--- config.mk ---
export PLATFORM = sky130hd
export DESIGN_NAME = rdiv_unit
export DESIGN_NICKNAME = d
export VERILOG_FILES = /design/src/rtl/rdiv_pkg.sv /design/src/rtl/rdiv_abs.sv /design/src/rtl/rdiv_step.sv /design/src/rtl/rdiv_fixup.sv /design/src/rtl/rdiv_unit.sv
export SDC_FILE = /design/constraint.sdc
export NUM_CORES = 1
export LEC_CHECK = 0
export ABC_AREA = 0
export BUFFER_PORTS_ARGS = -buffer_cell sky130_fd_sc_hd__buf_2
export CAP_MARGIN = 20
export CORE_ASPECT_RATIO = 0.9
export CORE_MARGIN = 2
export CORE_UTILIZATION = 38
export DETAILED_ROUTE_END_ITERATION = 12
export MAX_ROUTING_LAYER = met4
export SLEW_MARGIN = 40
export SYNTH_ARGS = -nofsm -noshare
export SYNTH_HDL_FRONTEND = slang
export SYNTH_SLANG_ARGS = --single-unit
--- constraint.sdc ---
create_clock -name clk -period 5 [get_ports clk]
set_input_delay 0.5 -clock clk [delete_from_list [all_inputs] [get_ports clk]]
set_output_delay 0.5 -clock clk [all_outputs]
set_load 0.005 [all_outputs]
--- src/rtl/rdiv_pkg.sv ---
package rdiv_pkg;
    typedef enum logic [1:0] {
        ST_IDLE  = 2'd0,
        ST_SETUP = 2'd1,
        ST_LOOP  = 2'd2,
        ST_FIX   = 2'd3
    } rdiv_state_e;
endpackage

--- src/rtl/rdiv_abs.sv ---
// Magnitude of an operand; two's-complement negation only when signed mode
// is selected and the sign bit is set.
module rdiv_abs #(
    parameter int W = 32
) (
    input  logic [W-1:0] val,
    input  logic         signed_mode,
    output logic [W-1:0] mag,
    output logic         neg
);
    always_comb begin
        neg = signed_mode & val[W-1];
        mag = neg ? (~val + 1'b1) : val;
    end
endmodule

--- src/rtl/rdiv_step.sv ---
// One restoring step: bring down a dividend bit, trial-subtract, restore on negative.
module rdiv_step #(
    parameter int W = 32
) (
    input  logic [W-1:0] part_rem,
    input  logic         next_bit,
    input  logic [W-1:0] dvs,
    output logic [W-1:0] rem_out,
    output logic         qbit
);
    // part_rem < dvs, so the trial result lies in (-2^W, 2^W): W+1 bits hold it.
    logic [W:0]   shifted;
    logic [W:0]   trial;
    logic [W-1:0] restored;

    always_comb begin
        shifted  = {part_rem, next_bit};
        trial    = shifted - {1'b0, dvs};
        restored = trial[W-1:0] + dvs;
        qbit     = ~trial[W];
        rem_out  = qbit ? trial[W-1:0] : restored;
    end
endmodule

--- src/rtl/rdiv_fixup.sv ---
// Sign correction applied to the magnitude results.
module rdiv_fixup #(
    parameter int W = 32
) (
    input  logic [W-1:0] q_mag,
    input  logic [W-1:0] r_mag,
    input  logic         neg_q,
    input  logic         neg_r,
    output logic [W-1:0] q_out,
    output logic [W-1:0] r_out
);
    always_comb begin
        q_out = neg_q ? (~q_mag + 1'b1) : q_mag;
        r_out = neg_r ? (~r_mag + 1'b1) : r_mag;
    end
endmodule

--- src/rtl/rdiv_unit.sv ---
module rdiv_unit
    import rdiv_pkg::*;
#(
    parameter int N = 32
) (
    input  logic         clk,
    input  logic         rst_n,
    input  logic         start,
    input  logic         is_signed,
    input  logic [N-1:0] dividend,
    input  logic [N-1:0] divisor,
    output logic [N-1:0] result_lo,
    output logic [N-1:0] result_hi,
    output logic         done,
    output logic         div_zero,
    output logic         busy
);
    localparam int CW = (N > 2) ? $clog2(N) : 1;
    localparam logic [CW-1:0] LAST = CW'(N - 1);

    typedef struct packed {
        rdiv_state_e  st;
        logic [CW-1:0] cnt;
        logic          sgn;
        logic [N-1:0]  a_raw;
        logic [N-1:0]  b_raw;
        logic [N-1:0]  rem;
        logic [N-1:0]  quo;
        logic [N-1:0]  dvs;
        logic [N-1:0]  lo;
        logic [N-1:0]  hi;
        logic          done;
        logic          dz;
    } regs_t;

    regs_t r_q, r_d;

    logic [N-1:0] a_mag, b_mag, step_rem, fix_q, fix_r;
    logic         a_neg, b_neg, step_q;

    rdiv_abs #(.W(N)) u_abs_a (
        .val(r_q.a_raw), .signed_mode(r_q.sgn), .mag(a_mag), .neg(a_neg)
    );
    rdiv_abs #(.W(N)) u_abs_b (
        .val(r_q.b_raw), .signed_mode(r_q.sgn), .mag(b_mag), .neg(b_neg)
    );

    rdiv_step #(.W(N)) u_step (
        .part_rem(r_q.rem), .next_bit(r_q.quo[N-1]), .dvs(r_q.dvs),
        .rem_out(step_rem), .qbit(step_q)
    );

    rdiv_fixup #(.W(N)) u_fix (
        .q_mag(r_q.quo), .r_mag(r_q.rem), .neg_q(a_neg ^ b_neg), .neg_r(a_neg),
        .q_out(fix_q), .r_out(fix_r)
    );

    always_comb begin
        r_d      = r_q;
        r_d.done = 1'b0;
        unique case (r_q.st)
            ST_IDLE: begin
                if (start) begin
                    r_d.st    = ST_SETUP;
                    r_d.a_raw = dividend;
                    r_d.b_raw = divisor;
                    r_d.sgn   = is_signed;
                end
            end
            ST_SETUP: begin
                if (r_q.b_raw == '0) begin
                    r_d.st   = ST_IDLE;
                    r_d.lo   = '1;
                    r_d.hi   = r_q.a_raw;
                    r_d.dz   = 1'b1;
                    r_d.done = 1'b1;
                end else begin
                    r_d.st  = ST_LOOP;
                    r_d.cnt = '0;
                    r_d.rem = '0;
                    r_d.quo = a_mag;
                    r_d.dvs = b_mag;
                end
            end
            ST_LOOP: begin
                r_d.rem = step_rem;
                r_d.quo = {r_q.quo[N-2:0], step_q};
                r_d.cnt = r_q.cnt + 1'b1;
                if (r_q.cnt == LAST) begin
                    r_d.st = ST_FIX;
                end
            end
            ST_FIX: begin
                r_d.st   = ST_IDLE;
                r_d.lo   = fix_q;
                r_d.hi   = fix_r;
                r_d.dz   = 1'b0;
                r_d.done = 1'b1;
            end
            default: r_d.st = ST_IDLE;
        endcase
    end

    always_ff @(posedge clk or negedge rst_n) begin
        if (!rst_n) begin
            r_q <= regs_t'('0);
        end else begin
            r_q <= r_d;
        end
    end

    assign result_lo = r_q.lo;
    assign result_hi = r_q.hi;
    assign done      = r_q.done;
    assign div_zero  = r_q.dz;
    assign busy      = (r_q.st != ST_IDLE);
endmodule

After elaboration in Yosys (flattened, before gate mapping)
Cells that the tools add are included.

Add/sub/neg operators: 7. Equal/unequal tests: 8. Muxes and demuxes: 15. Bitwise gates (word level): 9. Reduce and logical (&&, ||, !) cells: 10.

Operator list (count): $mux 32 (5); $pmux 66 s2 (1); $add 32x1->32 const B (4); $not 32->32 (4); $pmux 64 s2 (1); $mux 96 (1); $mux 66 (1); $sub 33x32->33 (1); $add 32x32->32 (1); $logic_not 32->1 (1); $pmux 5 s2 (1); $reduce_and 2->1 (5); $ne 2x2->1 const B (4); $pmux 2 s4 (1); $mux 2 (3); $reduce_bool 2->1 (3); $add 5x1->5 const B (1); $eq 5x5->1 const B (1); $mux 5 (1); $eq 2x2->1 const B (2); $and 1x1->1 (2); $eq 2x1->1 const B (1); $logic_not 2->1 (1); $not 1->1 (2); $xor 1x1->1 (1).

Register bits: 234. Input bits: 68. Output and inout bits: 67. Word-level logic and storage cells: 61.

Longest topological paths before layout
Gate-level depths: netlist (run 1).

Depth in word-level cells: 5. Depth in mapped cells: 22. Gate-level depth less buffers: 22.

Modules after synthesis
A second synthesis (run 1) with hierarchy kept.

Cell total of the unflattened synthesis: 1853. Area total of the unflattened synthesis: 17037.6 sq um.

By module, submodules not included: rdiv_unit (times used 1, cells an instance 899, area an instance 10282.4 sq um, seq. area each 5855.6 sq um); rdiv_step (times used 1, cells an instance 553, area an instance 3888.7 sq um, seq. area each 0.0 sq um); rdiv_fixup (times used 1, cells an instance 189, area an instance 1452.6 sq um, seq. area each 0.0 sq um); rdiv_abs (times used 2, cells an instance 106, area an instance 706.9 sq um, seq. area each 0.0 sq um).

Worst setup path before layout (run 1)
No wires, ideal clock.

Path type: register to register. Start: register r_q[129] in the netlist's numbering. End: register r_q[161] in the netlist's numbering. Setup time: 0.069 ns. Data arrival time: 4.488 ns. Data required time: 4.931 ns. Slack: 0.443 ns. Stages on the path, launching flop included: 22. Path buffers: 1. Clock period less this slack: 4.557 ns. Cells stage by stage: dfrtp_1 inv_1 ha_1 fa_1 nand2b_4 a211oi_2 o21ai_1 o21ai_0 a31oi_1 o21a_1 o21ai_0 xor2_1 ha_1 clkbuf_1 nand4_1 nor4bb_1 a211oi_2 a31oi_1 mux2i_1 a2111oi_2 or3_1 nand3_1.

Cells in the longest elaborated chain, start to end: 4.

Ends and longest elaborated chain: from (decl) (RTL line rdiv_unit.sv:36) `regs_t r_q, r_d;`; from (signal assigned) (RTL line rdiv_unit.sv:106) `r_q <= regs_t'('0);`; from (signal assigned) (RTL line rdiv_unit.sv:108) `r_q <= r_d;`; $sub 33x32->33 * (RTL line rdiv_step.sv:18) `trial = shifted - {1'b0, dvs};`; $add 32x32->32 (RTL line rdiv_step.sv:19) `restored = trial[W-1:0] + dvs;`; $mux 32 * (RTL line rdiv_step.sv:21) `rem_out = qbit ? trial[W-1:0] : restored;`; $pmux 64 s2 * (RTL line rdiv_unit.sv:61) `unique case (r_q.st)`.

Every way passes the cells marked *; elsewhere a longest branch is shown, timed or not. A chain may end at the register's enable or synchronous reset.

Worst setup path after layout (run 1)
Start: register r_q[80] in the netlist's numbering. End: register r_q[161] in the netlist's numbering.

Cells in the longest elaborated chain, start to end: 4.

Ends and longest elaborated chain (RTL line): $sub 33x32->33 (rdiv_step.sv:18); $add 32x32->32 (rdiv_step.sv:19); $mux 32 * (rdiv_step.sv:21); $pmux 64 s2 * (rdiv_unit.sv:61).

Marks and branches as above.

==> results.md, run 1 <==
Global route:
- The number of antenna violations at the first check in global routing came to 0.
- The via count of the first global-routing pass is approximately 13000.
- The total global routing overflow is 0.
- For this run, global-route usage on met3 was measured as 3.33%.
- The met2 routing resource usage after global routing is 33.9%.
- In the global route stage, overall resource usage came out at 21.6%.
- The global-route wire length before repair is just over 70 mm.
- Entering global routing, the biggest net connects between 70 and 80 pins.
- For this run, global-route usage on met1 was measured as roughly 29%.
- The highest-utilization routing layer at the global route stage is met2.

Floorplan:
- The height of the die is 196 µm.
- The die outline width is 217 µm.
- The core region area is between 40000 and 50000 µm².
- The die covers ~43000 µm².
- Once the floorplan was initialized, standard cells occupied about two fifths of the core.
- The count of pins on the block boundary is between 100 and 150.
- The floorplan has 70 rows.

STA:
- The slew of the pin with the lowest slew margin is between 800 and 900 ps.
- The worst-case setup margin in the final layout is roughly 320 ps.
- In the finished design, the share of the clock period the worst path needs comes to 93.5%.
- The final setup violation count is 0.
- The maximum achievable frequency is about 0.21 GHz.
- Counting I/O delays and the setup requirement, the final critical path takes approximately 4700 ps.
- Hold is met by approximately 120 ps.
- Clock skew on the completed layout was measured at about 18 ps.
- The number of hold-slack violations in the final timing report came to 0.
- The sum of negative setup slack is 0 ps.
- The max-slew violation count is 0.
- Measured against its own limit, the worst slew margin works out to between 40% and 50%.

Setup path:
- In this run the worst setup path begins at r_q[80]$_DFFE_PN0P_.
- The reg-to-reg startpoint is r_q[80]$_DFFE_PN0P_.
- The kind of cell with the highest combined delay along the critical path is compound AO/OA/AOI/OAI gates.
- The sort of element at the end of the critical path is a register.
- STA puts the critical path data required time at roughly 5500 ps.
- The slowest cell on the critical path is a221oi_1.
- The count of buffering cells on the critical path with inverters included is 1.
- The data arrival time of the critical path is just over 5000 ps.
- The maximum fanout along the worst path is 8.
- The largest single stage delay on the critical path is 440 ps.
- Walking the worst path, the cells encountered are inv_1 -> ha_1 -> a21o_1 -> nand4_1 -> o21ai_0 -> a221oi_1 -> nand2_1 -> a221oi_1 -> o21bai_1 -> xnor2_1 -> ha_1 -> nand4_1 -> nor4bb_2 -> a211oi_2 -> a31oi_1 -> mux2i_1 -> a2111oi_2 -> or3_1 -> nand3_1.
- STA classifies the critical path startpoint as a register.
- The worst setup path is of the register to register kind.

Cells and area:
- The count of fill cells added during filler insertion is 3954.
- The final layout contains just under 2000 nets.
- The layout-stage area growth over the synthesis result is 12.6%.
- The diode insertion count for antenna repair is 0.
- Of the cells placed in the final design, the portion with a size suffix greater than 1 is between 10% and 20%.

Yosys:
- After synthesis the netlist holds a flip-flop and latch count of ~230.
- dfrtp_1 takes more of the synthesized area than any other cell.
- The synthesized area per cell is 8.90 µm².
- The synthesized design devotes to its leading area cell type 37.6% of total area.
- The number of flops mapped to enable cells by yosys is 0.
- During synthesis, Yosys emitted a total of 0 warnings.
- In this run, distinct cell masters in the synthesized netlist total between 70 and 80.
- Counting flops with an async set or reset pin after synthesis yields a share of between 90% and 100%.
- Sequential cells were found to cover a little under two fifths of the synthesized design area.
- The number of nets in the synthesized netlist is ~1900.
- In the post-synthesis netlist, the biggest area contributors are dfrtp_1 38%, o21ai_0 5.8%, xnor2_1 5.7%.
- The instance count of the mapped netlist is roughly 1700.
- For this run, the leading register cell type out of synthesis is dfrtp_1.
- The cell area that synthesis handed to floorplanning was 15600 µm².

Min path:
- The startpoint of the tightest hold check path is divisor[1].
- In this run the worst hold path is classified as primary input to register.

Clock network:
- The clock passes through at most 3 buffers.
- The maximum level of the CTS H-tree is 1.
- At the later pin of the worst-skew pair, clock insertion delay measures around 580 ps.
- The clock edge transition at the registers on the reported setup and hold paths is about 60 ps.
- The clock drives ~230 sinks.
- The CTS tree is done.
- The root buffer cell chosen for the clock tree is clkbuf_16.
- Clock tree synthesis inserted a total of 28 buffers.

Detailed routing:
- After the first detailed-routing iteration, the DRC count stood at 838.
- For this run, design rule violations remaining after detail routing come to 0.
- The via count is approximately 13000.
- The final wirelength is about 45 mm.
- The wire length per cell after detailed routing is around 19 µm.
- The first-pass iteration count of the detailed router is 5.
- The post-detailed-route count of antenna-violating nets is 0.
- Using the TritonRoute via totals, the vias-per-cell ratio works out to ~5.5.

Run:
- The count of maximum capacitance violations is 0.

Place:
- At the placement stage, the worst setup path has a slack of 171 ps.
- The final weighted congestion in routability-driven placement is around 0.91.
- The HPWL after detailed placement is between 30 and 40 mm.
- The quantity of I/O buffers inserted on ports is about 130.

Status:
- The flow ran to the end, and the final reports show no timing, DRC or antenna violations.
==> cells by family (layout without fill, tap and decap cells) <==
| kind of cell | count (synthesis) | after routing | synth area share [%] |
|---|---|---|---|
| xor+xnor | 177 | 177 | 10.0 |
| compound gates | 521 | 521 | 20.5 |
| fa+ha+maj | 72 | 72 | 5.88 |
| flops | 234 | 234 | 37.6 |
| simple gates | 460 | 460 | 14.1 |
| mux | 71 | 71 | 5.05 |
| buf+inv | 214 | 284 | 6.90 |
==> timing repair <==
item / in CTS / in global routing
endpoints found under the hold margin: 38 / 0
setup endpoints to repair: 0 / 6
buffers inserted: 0 / 1
resized for setup: 0 / 11
hold buffers: 1 / 0
==> final timing paths <==
check | end | slack [ps] | cells after the start
setup / recovery | r_q[161]$_DFFE_PN0P_ | 320 | 19
hold / removal | r_q[163]$_DFFE_PN0P_ | 120 | 3
setup reg to reg | r_q[161]$_DFFE_PN0P_ | 320 | 19
hold reg to reg | div_zero$_DFFE_PN0P_ | 480 | 2
max in group asynchronous | r_q[191]$_DFFE_PN0P_ | 3390 | 4
min in group asynchronous | result_hi[9]$_DFFE_PN0P_ | 400 | 2
==> routing by layer <==
| layer | wire (µm) | part of all wire (%) | vias up |
|---|---|---|---|
| met4 | 1430 | 3.2 | 0 |
| met2 | 20200 | 45 | 318 |
| met3 | 2240 | 5.0 | 75 |
| met1 | 20900 | 47 | 6212 |
| met5 | 0 | 0 | - |
| li1 | - | - | 6263 |
==> flip-flops by register name, summed over array words and instances, names as in the netlist, named ones only <==
register,count
r_q,167
result_hi,32
result_lo,32
div_zero,1
done,1
==> cell usage in the layout (no fill, tap or decap), types with 37 or more instances in the layout <==
cell	count
dfrtp_1	234
o21ai_0	176
nand2_1	169
buf_2	133
a21oi_1	130
nor2_1	112
xnor2_1	101
xor2_1	75
ha_1	70
inv_1	65
mux2_2	60
a22oi_1	44
o211ai_1	37
==> synthesized netlist by cell type (all sizes together) (17+ instances only) <==
master,instances
a31oi,20
mux2,60
nand3,36
clkbuf,71
nand2b,17
nor2,116
ha,70
nor3,28
or3,19
buf,78
o21ai,189
xor2,76
a21oi,130
a21o,20
dfrtp,234
a22oi,44
xnor2,101
inv,65
nand2,171
o211ai,37
==> worst min-delay path, stage by stage <==
cell and delay [ps]:
buf_2 70, nand2_1 30, o21ai_0 50
==> stage by stage <==
step                      area (µm²)  utilization [%]  std cells
after floorplan                15600                -       1749
after CTS                      17500             43.1       2358
after detailed placement       16400             40.5       2306
after global placement         16400             40.4       2305
after global routing           17500             43.2       2359
final                          17500             43.2       2359
==> cell type report <==
cell class	instances	area, µm²	share of cell area, %
Multi-Input combinational cell	1301	8730	49.8
Sequential cell	234	5860	33.4
Timing Repair Buffer	168	975	5.56
Clock buffer	35	787	4.49
Tap cell	540	676	3.85
Clock inverter	16	264	1.51
Inverter	65	244	1.39
Power of run 1 is not shown: default switching activity piles up to over one toggle a cycle in this logic, so the estimate is an artifact.
==> run 2, diff against run 1 <==
--- a/config.mk
+++ b/config.mk
@@ -13,6 +13,7 @@
 export CORE_UTILIZATION = 38
 export DETAILED_ROUTE_END_ITERATION = 12
 export MAX_ROUTING_LAYER = met4
+export SETUP_SLACK_MARGIN = 0.4
 export SLEW_MARGIN = 40
 export SYNTH_ARGS = -nofsm -noshare
 export SYNTH_HDL_FRONTEND = slang
==> run 2 against run 1 <==
First-iteration DRC count rose by 1.2%. Global-route usage barely moved. Flip-flop and latch count did not move. Final area rose by 2.0%. Die area did not move.
==> results.md, run 2 (synthesized netlist as in run 1, its figures left out) <==
Status:
- The run finished with clean final reports.

Place:
- The placed instances occupy a cell area of 16400 µm².
- The quantity of I/O buffers inserted on ports is between 100 and 150.
- Timing analysis after detailed placement gives a worst setup slack of approximately 170 ps.
- The HPWL after detailed placement is 33.9 mm.
- The final weighted congestion in routability-driven placement is roughly 0.9.
- The number of placed instances, taps included, is around 2300.

Cells and area:
- The register ranked first by flip-flop count is r_q.
- The number of nets in the final layout is just under 2000.
- The area growth from synthesis to layout is 14.9%.
- The area of all placed cells without fillers is around 18000 µm².
- The number of flip-flops in the largest register is approximately 170.
- The number of antenna diodes in the final layout is 0.
- The count of fill cells added during filler insertion is between 3000 and 4000.
- The share of post-route cells with drive strength above 1 is 20.9%.
- Leaving out fill and tap cells, the most frequent cells in the layout are 231 x dfrtp_1, 173 x o21ai_0, 167 x nand2_1.
- The finished layout holds about 2400 standard cells, fillers aside.
- The leading cell type in the layout, fill and taps excluded is dfrtp_1.

STA:
- Setup repair after global routing could not meet its margin everywhere.
- In this run the tightest slew margin relative to its limit is 47.8%.
- Dividing the final minimum period by the clock period gives 89.4%.
- The number of hold-slack violations in the final timing report is 0.
- Setup violations remaining at the end of the flow were counted as 0.
- The smallest clock period supported by the final layout is computed as 4470 ps.
- The slew of the pin with the lowest slew margin is 783 ps.
- Adding up every negative setup slack in the final design gives 0 ps.
- The max-slew violation count is 0.
- In the post-route analysis, the smallest setup slack over all paths is 531 ps.
- Derived from the worst setup path, the maximum achievable clock frequency is 0.224 GHz.
- For the final database, setup skew stands at 16.6 ps.

Setup path:
- The reg-to-reg endpoint is r_q[161]$_DFFE_PN0P_.
- The maximum fanout along the worst path is 5.
- The critical path required time is roughly 5500 ps.
- Counting both buffers and inverters, the worst setup path holds a total of 0.
- Counting buffers and inverters, the worst setup path is 19 cells deep.
- The sort of element at the end of the critical path is a register.
- The path depth of the worst reg2reg path is 19.
- The setup path with the least slack is of type register to register.
- In this run the critical register-to-register path is launched from r_q[66]$_DFFE_PN0P_.
- The cell type group with the largest total delay on the critical path is compound AO/OA/AOI/OAI gates.
- The data arrival time of the critical path is 4920 ps.
- The slowest cell on the critical path is dfrtp_1.
- The capturing instance or port of the critical path is r_q[161]$_DFFE_PN0P_.
- The largest single stage delay on the critical path is about 400 ps.
- The register-to-register path setup slack is between 500 and 600 ps.
- The source of the critical timing path is r_q[66]$_DFFE_PN0P_.
- The critical path startpoint category is a register.
- The critical path goes through ha_4 -> fa_2 -> nand2b_4 -> a211oi_4 -> o21ai_2 -> o2111ai_2 -> nand2_2 -> xnor2_1 -> ha_1 -> a21oi_1 -> nor2b_4 -> nor2_2 -> o21ai_2 -> a211oi_2 -> a31oi_1 -> mux2i_1 -> a2111oi_2 -> or3_1 -> nand3_1.
- The cell occurring most often along the worst timing path is o21ai_2.

Global route:
- For this run, the total global-route usage over all layers was measured as a little over a fifth.
- The first global-routing pass estimated about 70 mm of wire.
- Entering global routing, the biggest net connects between 70 and 80 pins.
- For this run the aggregate overflow at the end of global routing stands at 0.
- The via count of the first global-routing pass is roughly 13000.
- The number of antenna violations at the first check in global routing is 0.

Detailed routing:
- The wire length per cell after detailed routing is roughly 19 µm.
- The final wirelength is 45.4 mm.
- After detailed routing, the number of remaining DRC violations is 0.
- The first-pass iteration count of the detailed router is 5.
- The detailed router finished its first iteration with approximately 850 violations.
- The post-detailed-route count of antenna-violating nets is 0.
- The via count is between 10000 and 15000.
- The mean number of vias per cell is 5.48.

Min path:
- The path class of the tightest hold or removal check is primary input to register.
- The worst hold path was traced through 3 stages.

Clock network:
- The cell at the root of the clock tree is clkbuf_16.
- The clock net in this run drives a total of roughly 230 sinks.
- The maximum buffer depth of the clock tree is 3.
- The maximum level of the CTS H-tree is 1.
- The source-to-sink clock delay at the later pin of the worst-skew pair is 580 ps.
- The TritonCTS buffer count is 28.
- The CTS tree is done.
- The clock edge transition at the registers on the reported setup and hold paths is around 60 ps.

Floorplan:
- The floorplan step set the die height to between 150 and 200 µm.
- The area enclosed by the die boundary is approximately 43000 µm².
- For this configuration, the core starts out at a cell density of between 30% and 40%.
- The count of pins on the block boundary is 135.
- The core region is around 40000 µm².
- The die is approximately 220 µm wide.
- The count of standard-cell rows is 70.

Run:
- Across the run, the number of max-cap violations was 0.
==> run 2: worst min-delay path: stages <==
cell	delay [ps]
buf_2	70
nand2_1	30
o21ai_0	50
==> run 2: per-layer routing <==
metal / vias to the layer above / global-route usage, % / routed length, µm
li1: 6300 / - / -
met2: 341 / 33.9 / 20800
met1: 6330 / 29.1 / 20900
met5: - / - / 0
met3: 74 / 3.33 / 2340
met4: 0 / 6.37 / 1360
==> run 2: stage by stage <==
step | util [%] | hold WS, ps
2_1_floorplan | - | 204
3_3_place_gp | 40.4 | 465
3_5_place_dp | 40.5 | 409
4_1_cts | 43.2 | 88.4
5_1_grt | 44.1 | 132
6_report | 44.1 | 120
==> run 2: final cells by class <==
type                       instances  area [µm²]  area share (%)
clock buffer                      35         787            4.40
sequential                       234        5860            32.8
timing repair buffer             188        1120            6.29
inverter                          65         244            1.36
clock inverter                    16         264            1.48
tap                              540         676            3.78
multi-input combinational       1301        8930            49.9
==> run 2: how the worst min path moves through the flow <==
stage / startpoint / to / slack [ps]
2_1_floorplan: rst_n / async pin / 200
4_1_cts: divisor[1] / r_q[163]$_DFFE_PN0P_ / 90
6_report: divisor[1] / r_q[163]$_DFFE_PN0P_ / 120
3_3_place_gp: div_zero$_DFFE_PN0P_ / div_zero$_DFFE_PN0P_ / 470
5_1_grt: dividend[25] / r_q[219]$_DFFE_PN0P_ / 130
3_5_place_dp: rst_n / r_q[199]$_DFFE_PN0P_ / 410
==> run 2: repair_timing <==
action                                  in CTS  in global routing
pin swaps                                    6                 40
buffers inserted                             1                 20
endpoints found under the hold margin       38                  0
gates resized for setup                      8                 59
endpoints found under the setup margin       8                 13
hold buffers                                 1                  0
Power of run 2 is left out for the same reason.
==> run 3, diff against run 2 <==
--- a/config.mk
+++ b/config.mk
@@ -8,11 +8,14 @@
 export ABC_AREA = 0
 export BUFFER_PORTS_ARGS = -buffer_cell sky130_fd_sc_hd__buf_2
 export CAP_MARGIN = 20
-export CORE_ASPECT_RATIO = 0.9
+export CELL_PAD_IN_SITES_DETAIL_PLACEMENT = 1
+export CELL_PAD_IN_SITES_GLOBAL_PLACEMENT = 1
+export CORE_ASPECT_RATIO = 0.8
 export CORE_MARGIN = 2
 export CORE_UTILIZATION = 38
 export DETAILED_ROUTE_END_ITERATION = 12
 export MAX_ROUTING_LAYER = met4
+export PLACE_DENSITY_LB_ADDON = 0.1
 export SETUP_SLACK_MARGIN = 0.4
 export SLEW_MARGIN = 40
 export SYNTH_ARGS = -nofsm -noshare
==> run 3 against run 2 <==
Cell count increased by 0.34%. Largest cell class unchanged. Clock-buffer cell count grew 6. Core utilization increased by 0.38 points. Fmax about the same. Die area barely moved.
==> results.md, run 3 (synthesized netlist as in run 1, its figures left out) <==
Status:
- The flow ran to the end, and the final reports show no timing, DRC or antenna violations.

Setup path:
- The largest stage delay on the critical path is approximately 430 ps.
- In this design, the critical path's most frequently occurring cell is buf_4.
- The worst setup path is of the register to register kind.
- Traced cell by cell, the critical path runs through buf_4 -> fa_2 -> nand2b_4 -> a211oi_4 -> o21ai_4 -> o21ai_1 -> buf_4 -> buf_4 -> xor2_1 -> ha_2 -> and3_1 -> nand4_1 -> o211ai_1 -> a211oi_2 -> a31oi_2 -> mux2i_1 -> a2111oi_2 -> or3_1 -> nand3_1.
- In this run the critical register-to-register path is captured at r_q[161]$_DFFE_PN0P_.
- The critical path required time is between 5000 and 6000 ps.
- The maximum fanout along the worst path is 7.
- Following the worst setup path forward leads to its endpoint at r_q[161]$_DFFE_PN0P_.
- The cell type group with the largest total delay on the critical path is compound AO/OA/AOI/OAI gates.
- The critical path runs through a total of 19 cells.
- Data arrives at the worst endpoint at roughly 5000 ps.
- STA classifies the critical path startpoint as a register.
- STA classifies the critical path endpoint as a register.
- Among all stages on the critical path, the largest delay is contributed by dfrtp_2.
- The source of the critical timing path is r_q[67]$_DFFE_PN0P_.
- The path depth of the worst reg2reg path is 19.
- The reg-to-reg startpoint is r_q[67]$_DFFE_PN0P_.
- Together, buffers and inverters on the worst path number 3.
- The register-to-register path setup slack is 530 ps.

Clock network:
- The CTS tree is done.
- The source-to-sink clock delay at the later pin of the worst-skew pair is approximately 570 ps.
- The cell at the root of the clock tree is clkbuf_16.
- The TritonCTS buffer count is 28.
- Counting every sink on the clock net gives approximately 230.
- The clock edge transition at the registers on the reported setup and hold paths is around 60 ps.
- The maximum buffer depth of the clock tree is 3.
- CTS built an H-tree with a depth of 1.

Cells and area:
- The library cells used most frequently in the layout, excluding fill and tap cells, are 232 x dfrtp_1, 170 x o21ai_0, 166 x nand2_1.
- The register with the most flip-flops in the layout has about 170 of them.
- Compared with the post-synthesis result, the final layout area differs by 15.9%.
- Summing all flip-flop and latch instances after layout gives approximately 5900 µm².
- The library cell used most frequently in the layout, excluding fill and tap cells, is dfrtp_1.
- Cells with a size suffix above 1 make up a little over a fifth of the layout.
- After filler insertion, the fill cell instance count of the layout stands at around 4700.
- The register ranked first by flip-flop count is r_q.
- The combined area of the multi-input logic cells is 9150 µm².
- 0 antenna diodes ended up in the layout.
- The number of nets in the final layout is between 1500 and 2000.

Min path:
- The worst min-delay path category is primary input to register.

Detailed routing:
- After detailed routing, the average wire length per cell comes to between 20 and 25 µm.
- The starting DRC count in detailed routing is between 600 and 700.
- The via count is ~13000.
- The remaining routing DRC violations is 0.
- The first detailed-routing pass ran for 5 iterations.
- The post-detailed-route count of antenna-violating nets is 0.
- The routed design has slightly above 50 mm of wire.
- The mean number of vias per cell is 5.61.

Floorplan:
- From left edge to right edge, the die measures around 230 µm.
- The die is ~190 µm tall.
- The count of standard-cell rows is 66.
- The area enclosed by the die boundary is 42600 µm².
- In this run the count of I/O pins placed on the die edge is between 100 and 150.
- The region available for standard cell placement spans between 40000 and 50000 µm².
- The initial core utilization is between 30% and 40%.

STA:
- The worst-case headroom to the max-slew limit is between 40% and 50%.
- The max-slew violation count was 0.
- The sum of negative setup slack is 0 ps.
- Setup repair after global routing could not meet its margin everywhere.
- Clock skew on the completed layout was measured at between 20 and 30 ps.
- The maximum achievable frequency is 0.224 GHz.
- Subtracting the final worst setup slack from the clock period gives between 4000 and 5000 ps.
- The slew of the pin with the lowest slew margin is approximately 850 ps.
- The number of hold-slack violations in the final timing report is 0.
- Setup violations remaining at the end of the flow were counted as 0.
- The worst path uses roughly nine tenths of the clock period.

Global route:
- The number of antenna violations at the first check in global routing is 0.
- The first global-routing pass estimated 80.1 mm of wire.
- The maximum number of pins on one net before global-route repair is 97.
- For this run, the total global-route usage over all layers was measured as 24.6%.
- The via count of the first global-routing pass is between 10000 and 15000.
- Global routing finished with a remaining overflow of 0.

Run:
- Across the run, the number of max-cap violations was 0.

Place:
- The quantity of I/O buffers inserted on ports is about 130.
- The congestion estimate from routability-driven global placement came to between 0.8 and 0.9.
- The HPWL after detailed placement is approximately 37 mm.
==> run 3: what timing repair did <==
item,in CTS,in global routing
gates resized for setup,20,82
endpoints found under the setup margin,10,13
setup buffers,2,20
hold buffers,1,0
pin swaps,6,46
endpoints found under the hold margin,25,0
==> run 3: tightest hold or removal path, cell delays in order <==
cell     delay, ps
buf_2           80
nand2_1         40
o21ai_0         60
==> run 3: area by class of cell <==
cell class                 count  share of cell area (%)
tap                          544                    3.77
timing repair buffer         191                    6.50
clock inverter                11                   0.742
sequential                   234                    32.5
inverter                      65                    1.35
clock buffer                  41                    4.44
multi-input combinational   1301                    50.7
==> run 3: how the worst min path moves through the flow <==
| stage | slack [ps] | startpoint | cells past startpoint | to |
|---|---|---|---|---|
| 2_1_floorplan | 200 | rst_n | 0 | async pin |
| 3_3_place_gp | 460 | div_zero$_DFFE_PN0P_ | 2 | div_zero$_DFFE_PN0P_ |
| 3_5_place_dp | 490 | div_zero$_DFFE_PN0P_ | 2 | div_zero$_DFFE_PN0P_ |
| 4_1_cts | 110 | divisor[1] | 3 | r_q[163]$_DFFE_PN0P_ |
| 5_1_grt | 150 | divisor[0] | 3 | r_q[162]$_DFFE_PN0P_ |
| 6_report | 140 | divisor[1] | 3 | r_q[163]$_DFFE_PN0P_ |
==> run 3: layer usage <==
metal | up-vias | part of all wire, % | track usage (%)
li1 | 6285 | - | -
met1 | 6792 | 50 | 35.1
met2 | 259 | 45 | 37.6
met3 | 55 | 3.7 | 2.83
met4 | 0 | 2.0 | 5.45
met5 | - | 0 | -
==> run 3: through the flow <==
stage          hold slack, ps  instance area (µm²)  worst slack [ps]  utilization (%)  cells
2_1_floorplan             204                15600               443                -   1749
3_3_place_gp              456                16400               255             40.5   2311
3_5_place_dp              489                16400              45.0             40.6   2311
4_1_cts                   111                17500               374             43.2   2366
5_1_grt                   145                18000               312             44.5   2387
6_report                  138                18000               527             44.5   2387
Power of run 3 is left out for the same reason.
